<file path="src/rtl/tlb_pkg.sv">
package tlb_pkg;

   // Kind of write the store performs at the next edge
   typedef enum logic [1:0] {
      WR_NONE    = 2'd0,
      WR_UPDATE  = 2'd1,
      WR_INSTALL = 2'd2
   } tlb_wr_e;

endpackage

</file>
<file path="src/rtl/tlb_cam.sv">
module tlb_cam #(
   parameter int N     = 8,
   parameter int KEY_W = 12,
   localparam int IDX_W = $clog2(N)
) (
   input  logic [N-1:0]            valid,
   input  logic [N-1:0][KEY_W-1:0] keys,
   input  logic [KEY_W-1:0]        probe,
   output logic [N-1:0]            match,
   output logic                    any,
   output logic [IDX_W-1:0]        idx
);

   for (genvar g = 0; g < N; g++) begin : g_cmp
      assign match[g] = valid[g] && (keys[g] == probe);
   end

   assign any = |match;

   // OR-encode; at most one bit is set
   always_comb begin
      idx = '0;
      for (int i = 0; i < N; i++) begin
         if (match[i]) idx = idx | IDX_W'(i);
      end
   end

endmodule

</file>
<file path="src/rtl/tlb_victim.sv">
module tlb_victim #(
   parameter int N = 8,
   localparam int IDX_W = $clog2(N)
) (
   input  logic             clk,
   input  logic             rst_n,
   input  logic [N-1:0]     valid,
   input  logic [N-1:0]     wired,
   output logic [IDX_W-1:0] idx,
   output logic             ok
);

   logic [IDX_W-1:0] ptr_q;
   logic [IDX_W-1:0] free_idx;
   logic [IDX_W-1:0] rot_idx;
   logic [IDX_W-1:0] cand;
   logic             free_found;
   logic             rot_found;

   // Free-running pointer; N is a power of two so it wraps naturally
   always_ff @(posedge clk or negedge rst_n) begin
      if (!rst_n) ptr_q <= '0;
      else        ptr_q <= ptr_q + 1'b1;
   end

   // Lowest-index invalid slot
   always_comb begin
      free_found = 1'b0;
      free_idx   = '0;
      for (int i = N - 1; i >= 0; i--) begin
         if (!valid[i]) begin
            free_found = 1'b1;
            free_idx   = IDX_W'(i);
         end
      end
   end

   // First unpinned slot at or after the pointer
   always_comb begin
      rot_found = 1'b0;
      rot_idx   = '0;
      cand      = '0;
      for (int k = N - 1; k >= 0; k--) begin
         cand = ptr_q + IDX_W'(k);
         if (!wired[cand]) begin
            rot_found = 1'b1;
            rot_idx   = cand;
         end
      end
   end

   assign ok  = free_found | rot_found;
   assign idx = free_found ? free_idx : rot_idx;

endmodule

</file>
<file path="src/rtl/tlb_store.sv">
module tlb_store
   import tlb_pkg::*;
#(
   parameter int N     = 8,
   parameter int KEY_W = 12,
   parameter int PFN_W = 8,
   localparam int IDX_W = $clog2(N)
) (
   input  logic                    clk,
   input  logic                    rst_n,
   input  logic                    flush,
   input  logic                    unpin,
   input  tlb_wr_e                 wr_kind,
   input  logic [IDX_W-1:0]        wr_idx,
   input  logic [KEY_W-1:0]        wr_key,
   input  logic [PFN_W-1:0]        wr_pfn,
   input  logic                    wr_wire,
   output logic [N-1:0]            valid_q,
   output logic [N-1:0]            wired_q,
   output logic [N-1:0][KEY_W-1:0] keys_q,
   output logic [N-1:0][PFN_W-1:0] pfns_q
);

   always_ff @(posedge clk or negedge rst_n) begin
      if (!rst_n) begin
         valid_q <= '0;
         wired_q <= '0;
         keys_q  <= '0;
         pfns_q  <= '0;
      end else begin
         if (flush) valid_q <= valid_q & wired_q;
         if (unpin) wired_q <= '0;
         // A write in the same cycle takes precedence for its slot
         case (wr_kind)
            WR_INSTALL: begin
               valid_q[wr_idx] <= 1'b1;
               wired_q[wr_idx] <= wr_wire;
               keys_q[wr_idx]  <= wr_key;
               pfns_q[wr_idx]  <= wr_pfn;
            end
            WR_UPDATE: begin
               valid_q[wr_idx] <= 1'b1;
               wired_q[wr_idx] <= wr_wire | (wired_q[wr_idx] & ~unpin);
               pfns_q[wr_idx]  <= wr_pfn;
            end
            default: ;
         endcase
      end
   end

endmodule

</file>
<file path="src/rtl/tlb_wired.sv">
module tlb_wired
   import tlb_pkg::*;
#(
   parameter int ENTRIES = 8,
   parameter int VPN_W   = 8,
   parameter int PFN_W   = 8,
   parameter int ASID_W  = 4,
   parameter int CNT_W   = 16
) (
   input  logic              clk,
   input  logic              rst_n,
   input  logic [ASID_W-1:0] cur_asid,
   input  logic              lk_valid,
   input  logic [VPN_W-1:0]  lk_vpn,
   output logic              lk_hit,
   output logic              lk_miss,
   output logic [PFN_W-1:0]  lk_pfn,
   input  logic              fill_en,
   input  logic [VPN_W-1:0]  fill_vpn,
   input  logic [PFN_W-1:0]  fill_pfn,
   input  logic              fill_wire,
   output logic              fill_err,
   input  logic              flush_req,
   input  logic              unpin_req,
   output logic [CNT_W-1:0]  hit_cnt,
   output logic [CNT_W-1:0]  miss_cnt
);

   localparam int KEY_W = ASID_W + VPN_W;
   localparam int IDX_W = $clog2(ENTRIES);

   if (ENTRIES < 2 || (ENTRIES & (ENTRIES - 1)) != 0) begin : g_bad_entries
      $error("tlb_wired: ENTRIES must be a power of two, at least 2");
   end
   if (VPN_W < 1 || PFN_W < 1 || ASID_W < 1 || CNT_W < 1) begin : g_bad_width
      $error("tlb_wired: all widths must be positive");
   end

   logic [ENTRIES-1:0]            st_valid;
   logic [ENTRIES-1:0]            st_wired;
   logic [ENTRIES-1:0][KEY_W-1:0] st_keys;
   logic [ENTRIES-1:0][PFN_W-1:0] st_pfns;

   logic [ENTRIES-1:0] lk_match;
   logic               lk_any;
   logic [IDX_W-1:0]   lk_idx;
   logic [ENTRIES-1:0] fl_match;
   logic               fl_any;
   logic [IDX_W-1:0]   fl_idx;
   logic [IDX_W-1:0]   vic_idx;
   logic               vic_ok;
   tlb_wr_e            wr_kind;
   logic [IDX_W-1:0]   wr_idx;

   tlb_cam #(.N(ENTRIES), .KEY_W(KEY_W)) u_lk_cam (
      .valid (st_valid),
      .keys  (st_keys),
      .probe ({cur_asid, lk_vpn}),
      .match (lk_match),
      .any   (lk_any),
      .idx   (lk_idx)
   );

   tlb_cam #(.N(ENTRIES), .KEY_W(KEY_W)) u_fl_cam (
      .valid (st_valid),
      .keys  (st_keys),
      .probe ({cur_asid, fill_vpn}),
      .match (fl_match),
      .any   (fl_any),
      .idx   (fl_idx)
   );

   tlb_victim #(.N(ENTRIES)) u_victim (
      .clk   (clk),
      .rst_n (rst_n),
      .valid (st_valid),
      .wired (st_wired),
      .idx   (vic_idx),
      .ok    (vic_ok)
   );

   always_comb begin
      wr_kind = WR_NONE;
      if (fill_en) begin
         if (fl_any)      wr_kind = WR_UPDATE;
         else if (vic_ok) wr_kind = WR_INSTALL;
      end
   end

   assign wr_idx   = fl_any ? fl_idx : vic_idx;
   assign fill_err = fill_en && !fl_any && !vic_ok;

   tlb_store #(.N(ENTRIES), .KEY_W(KEY_W), .PFN_W(PFN_W)) u_store (
      .clk     (clk),
      .rst_n   (rst_n),
      .flush   (flush_req),
      .unpin   (unpin_req),
      .wr_kind (wr_kind),
      .wr_idx  (wr_idx),
      .wr_key  ({cur_asid, fill_vpn}),
      .wr_pfn  (fill_pfn),
      .wr_wire (fill_wire),
      .valid_q (st_valid),
      .wired_q (st_wired),
      .keys_q  (st_keys),
      .pfns_q  (st_pfns)
   );

   assign lk_hit  = lk_valid && lk_any;
   assign lk_miss = lk_valid && !lk_any;
   assign lk_pfn  = lk_any ? st_pfns[lk_idx] : '0;

   always_ff @(posedge clk or negedge rst_n) begin
      if (!rst_n) begin
         hit_cnt  <= '0;
         miss_cnt <= '0;
      end else begin
         if (lk_hit)  hit_cnt  <= hit_cnt + 1'b1;
         if (lk_miss) miss_cnt <= miss_cnt + 1'b1;
      end
   end

endmodule

</file>
<file path="config.mk">
export PLATFORM = sky130hd
export DESIGN_NAME = tlb_wired
export DESIGN_NICKNAME = d
export VERILOG_FILES = /design/src/rtl/tlb_pkg.sv /design/src/rtl/tlb_cam.sv /design/src/rtl/tlb_victim.sv /design/src/rtl/tlb_store.sv /design/src/rtl/tlb_wired.sv
export SDC_FILE = /design/constraint.sdc
export NUM_CORES = 1
export LEC_CHECK = 0
export ABC_AREA = 1
export BUFFER_PORTS_ARGS = -buffer_cell sky130_fd_sc_hd__buf_2
export CORE_MARGIN = 3
export CORE_UTILIZATION = 55
export CTS_CLUSTER_SIZE = 40
export DETAILED_ROUTE_END_ITERATION = 6
export PLACE_DENSITY = 0.71
export SLEW_MARGIN = 25
export SYNTH_ARGS = -nofsm -noshare
export SYNTH_HDL_FRONTEND = slang
export SYNTH_HIERARCHICAL = 1
export SYNTH_SLANG_ARGS = --single-unit
</file>
<file path="constraint.sdc">
create_clock -name clk -period 4.05 [get_ports clk]
set_input_delay 0.81 -clock clk [delete_from_list [all_inputs] [get_ports clk]]
set_output_delay 0.81 -clock clk [all_outputs]
set_load 0.03 [all_outputs]
</file>
==> results of run 1 <==
## cell type report
| cell class | count | area, um^2 |
|---|---|---|
| Multi-Input combinational cell | 1523 | 7180 |
| Tap cell | 324 | 405 |
| Timing Repair Buffer | 107 | 721 |
| Clock buffer | 29 | 651 |
| Sequential cell | 211 | 5280 |
| Fill cell | 2289 | 9200 |
| Clock inverter | 17 | 220 |
| Inverter | 267 | 1020 |
## sequential cells by signal (all words and copies together), names as in the netlist
| name | flops |
|---|---|
| hit_cnt | 16 |
| miss_cnt | 16 |
| u_store/keys_q | 96 |
| u_store/pfns_q | 64 |
| u_store/valid_q | 8 |
| u_store/wired_q | 8 |
| u_victim/ptr_q | 3 |
## worst reg2reg max path, stage by stage, from the launching register on
cell and delay, ns:
dfrtp_2 0.50, inv_6 0.13, ha_1 0.41, inv_1 0.17
nand3_1 0.11, nand2_2 0.11, nand2_1 0.10, nand2_1 0.12
inv_1 0.07, nand3_1 0.09, nand3b_1 0.14, nor3b_1 0.35
ha_1 0.36, inv_2 0.25, nand2_4 0.23, o21ai_0 0.27
a21oi_1 0.11
## how the worst max path moves through the flow
| stage | slack (ns) | depth (start not counted) | to | start |
|---|---|---|---|---|
| floorplan | 0.60 | 19 | lk_pfn[5] | cur_asid[2] |
| global placement | 0.17 | 17 | lk_pfn[4] | lk_vpn[4] |
| detailed placement | 0.14 | 17 | lk_pfn[4] | lk_vpn[4] |
| CTS | 0.09 | 12 | fill_err | u_victim/ptr_q[0] |
| global route | 0.01 | 12 | fill_err | u_victim/ptr_q[0] |
| finish | 0.18 | 17 | lk_pfn[4] | lk_vpn[5] |
## routing by layer
layer  track usage [%]  vias up  wire length [um]
met4              11.1        0              1620
met1              45.8     6252             18600
li1                  -     6510                 -
met3              3.77      110              3640
met5                 0        -                 0
met2              48.1      608             18500
## stage by stage
| stage | setup WS (ns) | cells | instance area (um^2) |
|---|---|---|---|
| final | 0.179 | 2478 | 15500 |
| after global routing | 0.0107 | 2478 | 15500 |
| after CTS | 0.0922 | 2478 | 15500 |
| after detailed placement | 0.142 | 2432 | 14600 |
| after global placement | 0.171 | 2432 | 14600 |
| after floorplan | 0.603 | 2068 | 14000 |
## power by group
part | total (uW) | switching [uW] | internal (uW)
combinational | 2140 | 1410 | 737
sequential | 3090 | 533 | 2560
clock | 2380 | 958 | 1420
total | 7620 | 2900 | 4720
==> impl_metrics.csv, run 1 <==
group,metric,value,unit
outcome,outcome,"finished clean",
route,drtAntennaViolNets,0,
critical_path,cp-start-kind,"input port",
clocking,cts_max_path_buffers,3,
timing,fin_crit,3.87,ns
layout,syn_to_final_growth,10.7,%
placed_design,dp_hpwl,30000,um
floorplan,die_w,165,um
route,drtIter0Drc,1545,
clocking,clk_pin_slew_worst_paths,0.06,ns
critical_path,crit_path_end_kind,"output pin",
timing,clock_skew,0.0231,ns
route,dr.pass1.iters,6,
pwr,total_power,7620,uW
timing,hold_viol,0,
route,vias_per_cell,5.44,
critical_path,r2r_end,"u_store/wired_q[4]",
critical_path,ff2ff_setup_slack,0.41,ns
timing,fmax,258,MHz
grt,grt_max_degree,100,
critical_path,cp_cell_sequence,"buf_2 > inv_2 > nand2_1 > nand2_1 > nor2_1 > nand2_1 > nor2_1 > nand2_1 > nand4_1 > buf_12 > inv_1 > buf_12 > o21ai_0 > nand3_1 > nand2_1 > nor2_1 > buf_2",
grt,grt_pass1_wl,66900,um
route,vias,13480,
critical_path,r2r_cells,16,
clocking,post_cts_buffers,0,
logic_synthesis,netlist_area,14000,um^2
layout,layout_common_cells,"nand2_1 (807), inv_1 (228), nor2_1 (219)",
floorplan,core.rowCount,57,
layout,n_antenna_cell,0,
timing,whs,0.264,ns
floorplan,die_y,165,um
grt,grt_pass1_vias,12253,
floorplan,die_area,27400,um^2
clocking,htreeDepth,1,
timing,setup-violations-final,0,
route,drc_errors,0,
timing,worstMarginPinSlew,0.806,ns
grt,gr-total-overflow,0,
critical_path,cp_data_required_time,3.24,ns
critical_path,crit_path_max_incr_delay,0.25,ns
logic_synthesis,ys_warn_count,6,
logic_synthesis,synth_nets,2109,
timing,rsz0062_at_grt,"false",
timing,fin_setup_tns,0,ns
run,drv_cap,0,
clocking,cts_root_buffer,"clkbuf_16",
critical_path,path_delay_family,"buffers and inverters",
route,routedWlPerCell,17.1,um
clocking,cts_hold_buffers,0,
critical_path,arrival,3.06,ns
timing,finalCritPeriodShare,95.6,%
pwr,powerDensity,492,nW/um^2
placed_design,io_buffers,77,
timing,slew_viol_final,0,
pwr,ir_drop,0.423,mV
clocking,cts_tree,"yes",
clocking,clock_latency,0.55,ns
critical_path,crit_top_cell,"nand2_1",
timing,maxSlewHeadroom,46.3,%
critical_path,worstSetupPathType,"in2out",
layout,nets,2176,
grt,antenna_found_initial,0,
floorplan,coreArea,24700,um^2
hold_path,min_path_type,"in2async",
clocking,cts-buffers-inserted,25,
clocking,cts_resized,0,
route,drt-total-wl,42400,um
layout,final_common_cell,"nand2_1",
floorplan,initial_core_util,56.7,%
clocking,cts_num_sinks,211,
floorplan,pin_count,78,
layout,final_util,62.7,%
critical_path,cp_max_fo,33,
placed_design,globalplace.congestion,1.00,
logic_synthesis,avgSynthCellArea,6.76,um^2
grt,grt_usage,31.3,%
critical_path,critPathBufInv,6,
critical_path,r2r-start,"u_victim/ptr_q[0]",
logic_synthesis,synthCells,2068,
layout,drive_gt1_share,15.0,%
pwr,p_leak,0.00809,uW
critical_path,crit_slowest_cell,"inv_2",
Note: power is estimated with default switching activity, not from simulation.
==> run 2: changes to the inputs <==
--- a/config.mk
+++ b/config.mk
@@ -7,11 +7,13 @@
 export LEC_CHECK = 0
 export ABC_AREA = 1
 export BUFFER_PORTS_ARGS = -buffer_cell sky130_fd_sc_hd__buf_2
+export CELL_PAD_IN_SITES_DETAIL_PLACEMENT = 0
+export CELL_PAD_IN_SITES_GLOBAL_PLACEMENT = 1
 export CORE_MARGIN = 3
-export CORE_UTILIZATION = 55
+export CORE_UTILIZATION = 45
 export CTS_CLUSTER_SIZE = 40
 export DETAILED_ROUTE_END_ITERATION = 6
-export PLACE_DENSITY = 0.71
+export PLACE_DENSITY = 0.79
 export SLEW_MARGIN = 25
 export SYNTH_ARGS = -nofsm -noshare
 export SYNTH_HDL_FRONTEND = slang
==> constraint.sdc (replaced) <==
create_clock -name clk -period 4.4 [get_ports clk]
set_input_delay 0.88 -clock clk [delete_from_list [all_inputs] [get_ports clk]]
set_output_delay 0.88 -clock clk [all_outputs]
set_load 0.03 [all_outputs]
==> run 2 against run 1 <==
Clock-buffer cell count is 5 higher. Clock skew is 0.0085 ns lower. Worst hold slack better by 0.14 ns. Sequential power is 8.4% lower.
==> impl_metrics.csv, run 2 (synthesized netlist as in run 1, its figures left out) <==
group,metric,value,unit
pwr,powerDensity,446,nW/um^2
critical_path,path_delay_family,"simple AND/OR/NAND/NOR gates",
placed_design,globalplace.congestion,0.921,
route,drc_errors,0,
floorplan,initial_core_util,46.5,%
floorplan,die_area,33200,um^2
layout,regArea,5280,um^2
critical_path,crit_slowest_cell,"dfrtp_1",
placed_design,dp.cells,2500,
floorplan,die_w,182,um
layout,largest_register_ffs,96,
layout,n_antenna_cell,0,
critical_path,critPathBufInv,4,
placed_design,pre_cts_ws,0.362,ns
layout,layout_common_cells,"nand2_1 (807), inv_1 (228), nor2_1 (220)",
critical_path,arrival,3.18,ns
clocking,cts-buffers-inserted,26,
timing,fmax,246,MHz
grt,gr-total-overflow,0,
route,drtIter0Drc,1116,
grt,grt_max_degree,114,
clocking,cts_resized,0,
layout,syn_to_final_growth,10.4,%
timing,fin_crit,4.06,ns
run,drv_cap,0,
layout,top_register,"u_store/keys_q",
clocking,post_cts_buffers,0,
pwr,internal_power,4240,uW
clocking,cts_root_buffer,"clkbuf_16",
layout,drive_gt1_share,14.9,%
timing,worst_slack,0.342,ns
timing,setup-violations-final,0,
timing,hold_viol,0,
critical_path,r2r_end,"u_store/keys_q[21]",
placed_design,io_buffers,77,
outcome,outcome,"finished clean",
clocking,htreeDepth,1,
layout,fin_cells,2546,
layout,multi_input_area,7170,um^2
clocking,cts_num_sinks,211,
pwr,p_sw,2650,uW
route,dr.pass1.iters,5,
critical_path,crit_path_end_kind,"output pin",
critical_path,ff2ff_setup_slack,0.51,ns
floorplan,die_y,182,um
route,vias_per_cell,5.13,
grt,grt_pass1_wl,69400,um
timing,rsz0062_at_grt,"false",
critical_path,cp_max_fo,12,
critical_path,crit_path_max_incr_delay,0.59,ns
layout,top_regs,"u_store/keys_q x96, u_store/pfns_q x64",
clocking,clock_latency,0.54,ns
clocking,cts_max_path_buffers,3,
floorplan,core.rowCount,63,
clocking,cts_hold_buffers,0,
critical_path,worstSetupPathType,"reg2out",
layout,nets,2179,
critical_path,r2r-start,"u_victim/ptr_q[0]",
pwr,p_comb_share,28.8,%
timing,clock_skew,0.0146,ns
route,routedWlPerCell,17.1,um
route,drtAntennaViolNets,0,
critical_path,cp.depth,12,
pwr,ir_drop,0.300,mV
critical_path,endpoint,"fill_err",
grt,grt_usage,26.2,%
floorplan,pin_count,78,
pwr,switching_share,38.4,%
floorplan,coreArea,30100,um^2
timing,maxSlewHeadroom,39.2,%
critical_path,cp_cell_sequence,"inv_6 > ha_1 > inv_1 > nand3_1 > nand2_2 > nand2_1 > nand2_1 > inv_1 > nand3_1 > nand3b_1 > nor3_1 > buf_2",
critical_path,critPathLaunch,"u_victim/ptr_q[0]",
pwr,seqPwrFrac,41.1,%
timing,worstMarginPinSlew,0.911,ns
pwr,p_leak,0.00805,uW
timing,finalCritPeriodShare,92.2,%
placed_design,dp_hpwl,31200,um
clocking,clk_pin_slew_worst_paths,0.06,ns
grt,grt_pass1_vias,12344,
layout,final_common_cell,"nand2_1",
pwr,power.share.clock,30.2,%
clocking,cts_tree,"yes",
route,vias,13052,
timing,slew_viol_final,0,
critical_path,cp-start-kind,"register",
critical_path,r2r_cells,24,
hold_path,min_path_type,"in2async",
critical_path,cp_data_required_time,3.52,ns
grt,antenna_found_initial,1,
route,drt-total-wl,43400,um
timing,fin_setup_tns,0,ns
layout,fill_cells,3066,
[run 2: cell types whose count changed in the layout (fill, tap and decap cells not counted), sizes merged]
cell / delta
clkinvlp: -1
clkbuf: +5
bufinv: -3
buf: +2
inv: -1
[run 2: per-layer routing]
| metal | up-vias | wire, um | track usage, % |
|---|---|---|---|
| met5 | - | 13 | 0 |
| met4 | 2 | 1380 | 8.50 |
| met3 | 76 | 2850 | 4.31 |
| met2 | 409 | 18600 | 40.0 |
| met1 | 6031 | 20600 | 38.1 |
| li1 | 6534 | - | - |
[run 2: layout make-up]
class | count | share of cell area (%)
well taps | 390 | 3.16
inverters | 267 | 6.61
flip-flops and latches | 211 | 34.2
repair buffers | 109 | 4.28
multi-input cells | 1523 | 46.4
clock inverters | 12 | 0.680
clock buffers | 34 | 4.67
[run 2: stage by stage]
step                      hold slack [ns]  cell area [um^2]  util [%]  power (uW)
final                               0.401             15400      51.3        6890
after global routing                0.466             15400      51.3        7380
after CTS                           0.473             15400      51.3        6920
after detailed placement            0.463             14600      48.6        4810
after global placement              0.462             14600      48.6        4770
after floorplan                     0.448             14000         -        4140
[run 2: worst reg2reg max path: stages, from the launching register on]
cell	delay (ns)
dfrtp_1	0.59
inv_6	0.16
ha_1	0.55
inv_1	0.18
nand3_1	0.13
nand2_2	0.09
nand2_4	0.08
nand2_4	0.06
inv_2	0.07
nand2_2	0.04
nand2_1	0.05
nand2_1	0.04
nand2_1	0.06
nand2_2	0.05
a21oi_1	0.12
nand2_1	0.09
nand2_1	0.06
mux2_2	0.38
inv_4	0.14
nor3_2	0.19
buf_4	0.16
nand2_1	0.04
buf_4	0.25
nand2_1	0.11
o21ai_0	0.09
[run 2: power groups by stage]
| stage | clock [uW] | sequential (uW) | combinational, uW |
|---|---|---|---|
| 6_report | 2080 | 2830 | 1980 |
| 5_1_grt | 2220 | 2890 | 2260 |
| 4_1_cts | 2130 | 2830 | 1960 |
| 3_5_place_dp | 0 | 2850 | 1950 |
| 3_3_place_gp | 0 | 2850 | 1920 |
| 2_1_floorplan | 0 | 2770 | 1380 |
[run 2: worst min path at each step]
stage,start,to,slack [ns],depth (start not counted)
6_report,rst_n,hit_cnt[11],0.40,1
3_3_place_gp,u_store/pfns_q[40],u_store/pfns_q[40],0.46,2
4_1_cts,rst_n,hit_cnt[11],0.47,1
3_5_place_dp,u_store/pfns_q[40],u_store/pfns_q[40],0.46,2
2_1_floorplan,u_store/pfns_q[10],u_store/pfns_q[10],0.45,2
5_1_grt,rst_n,hit_cnt[11],0.47,1
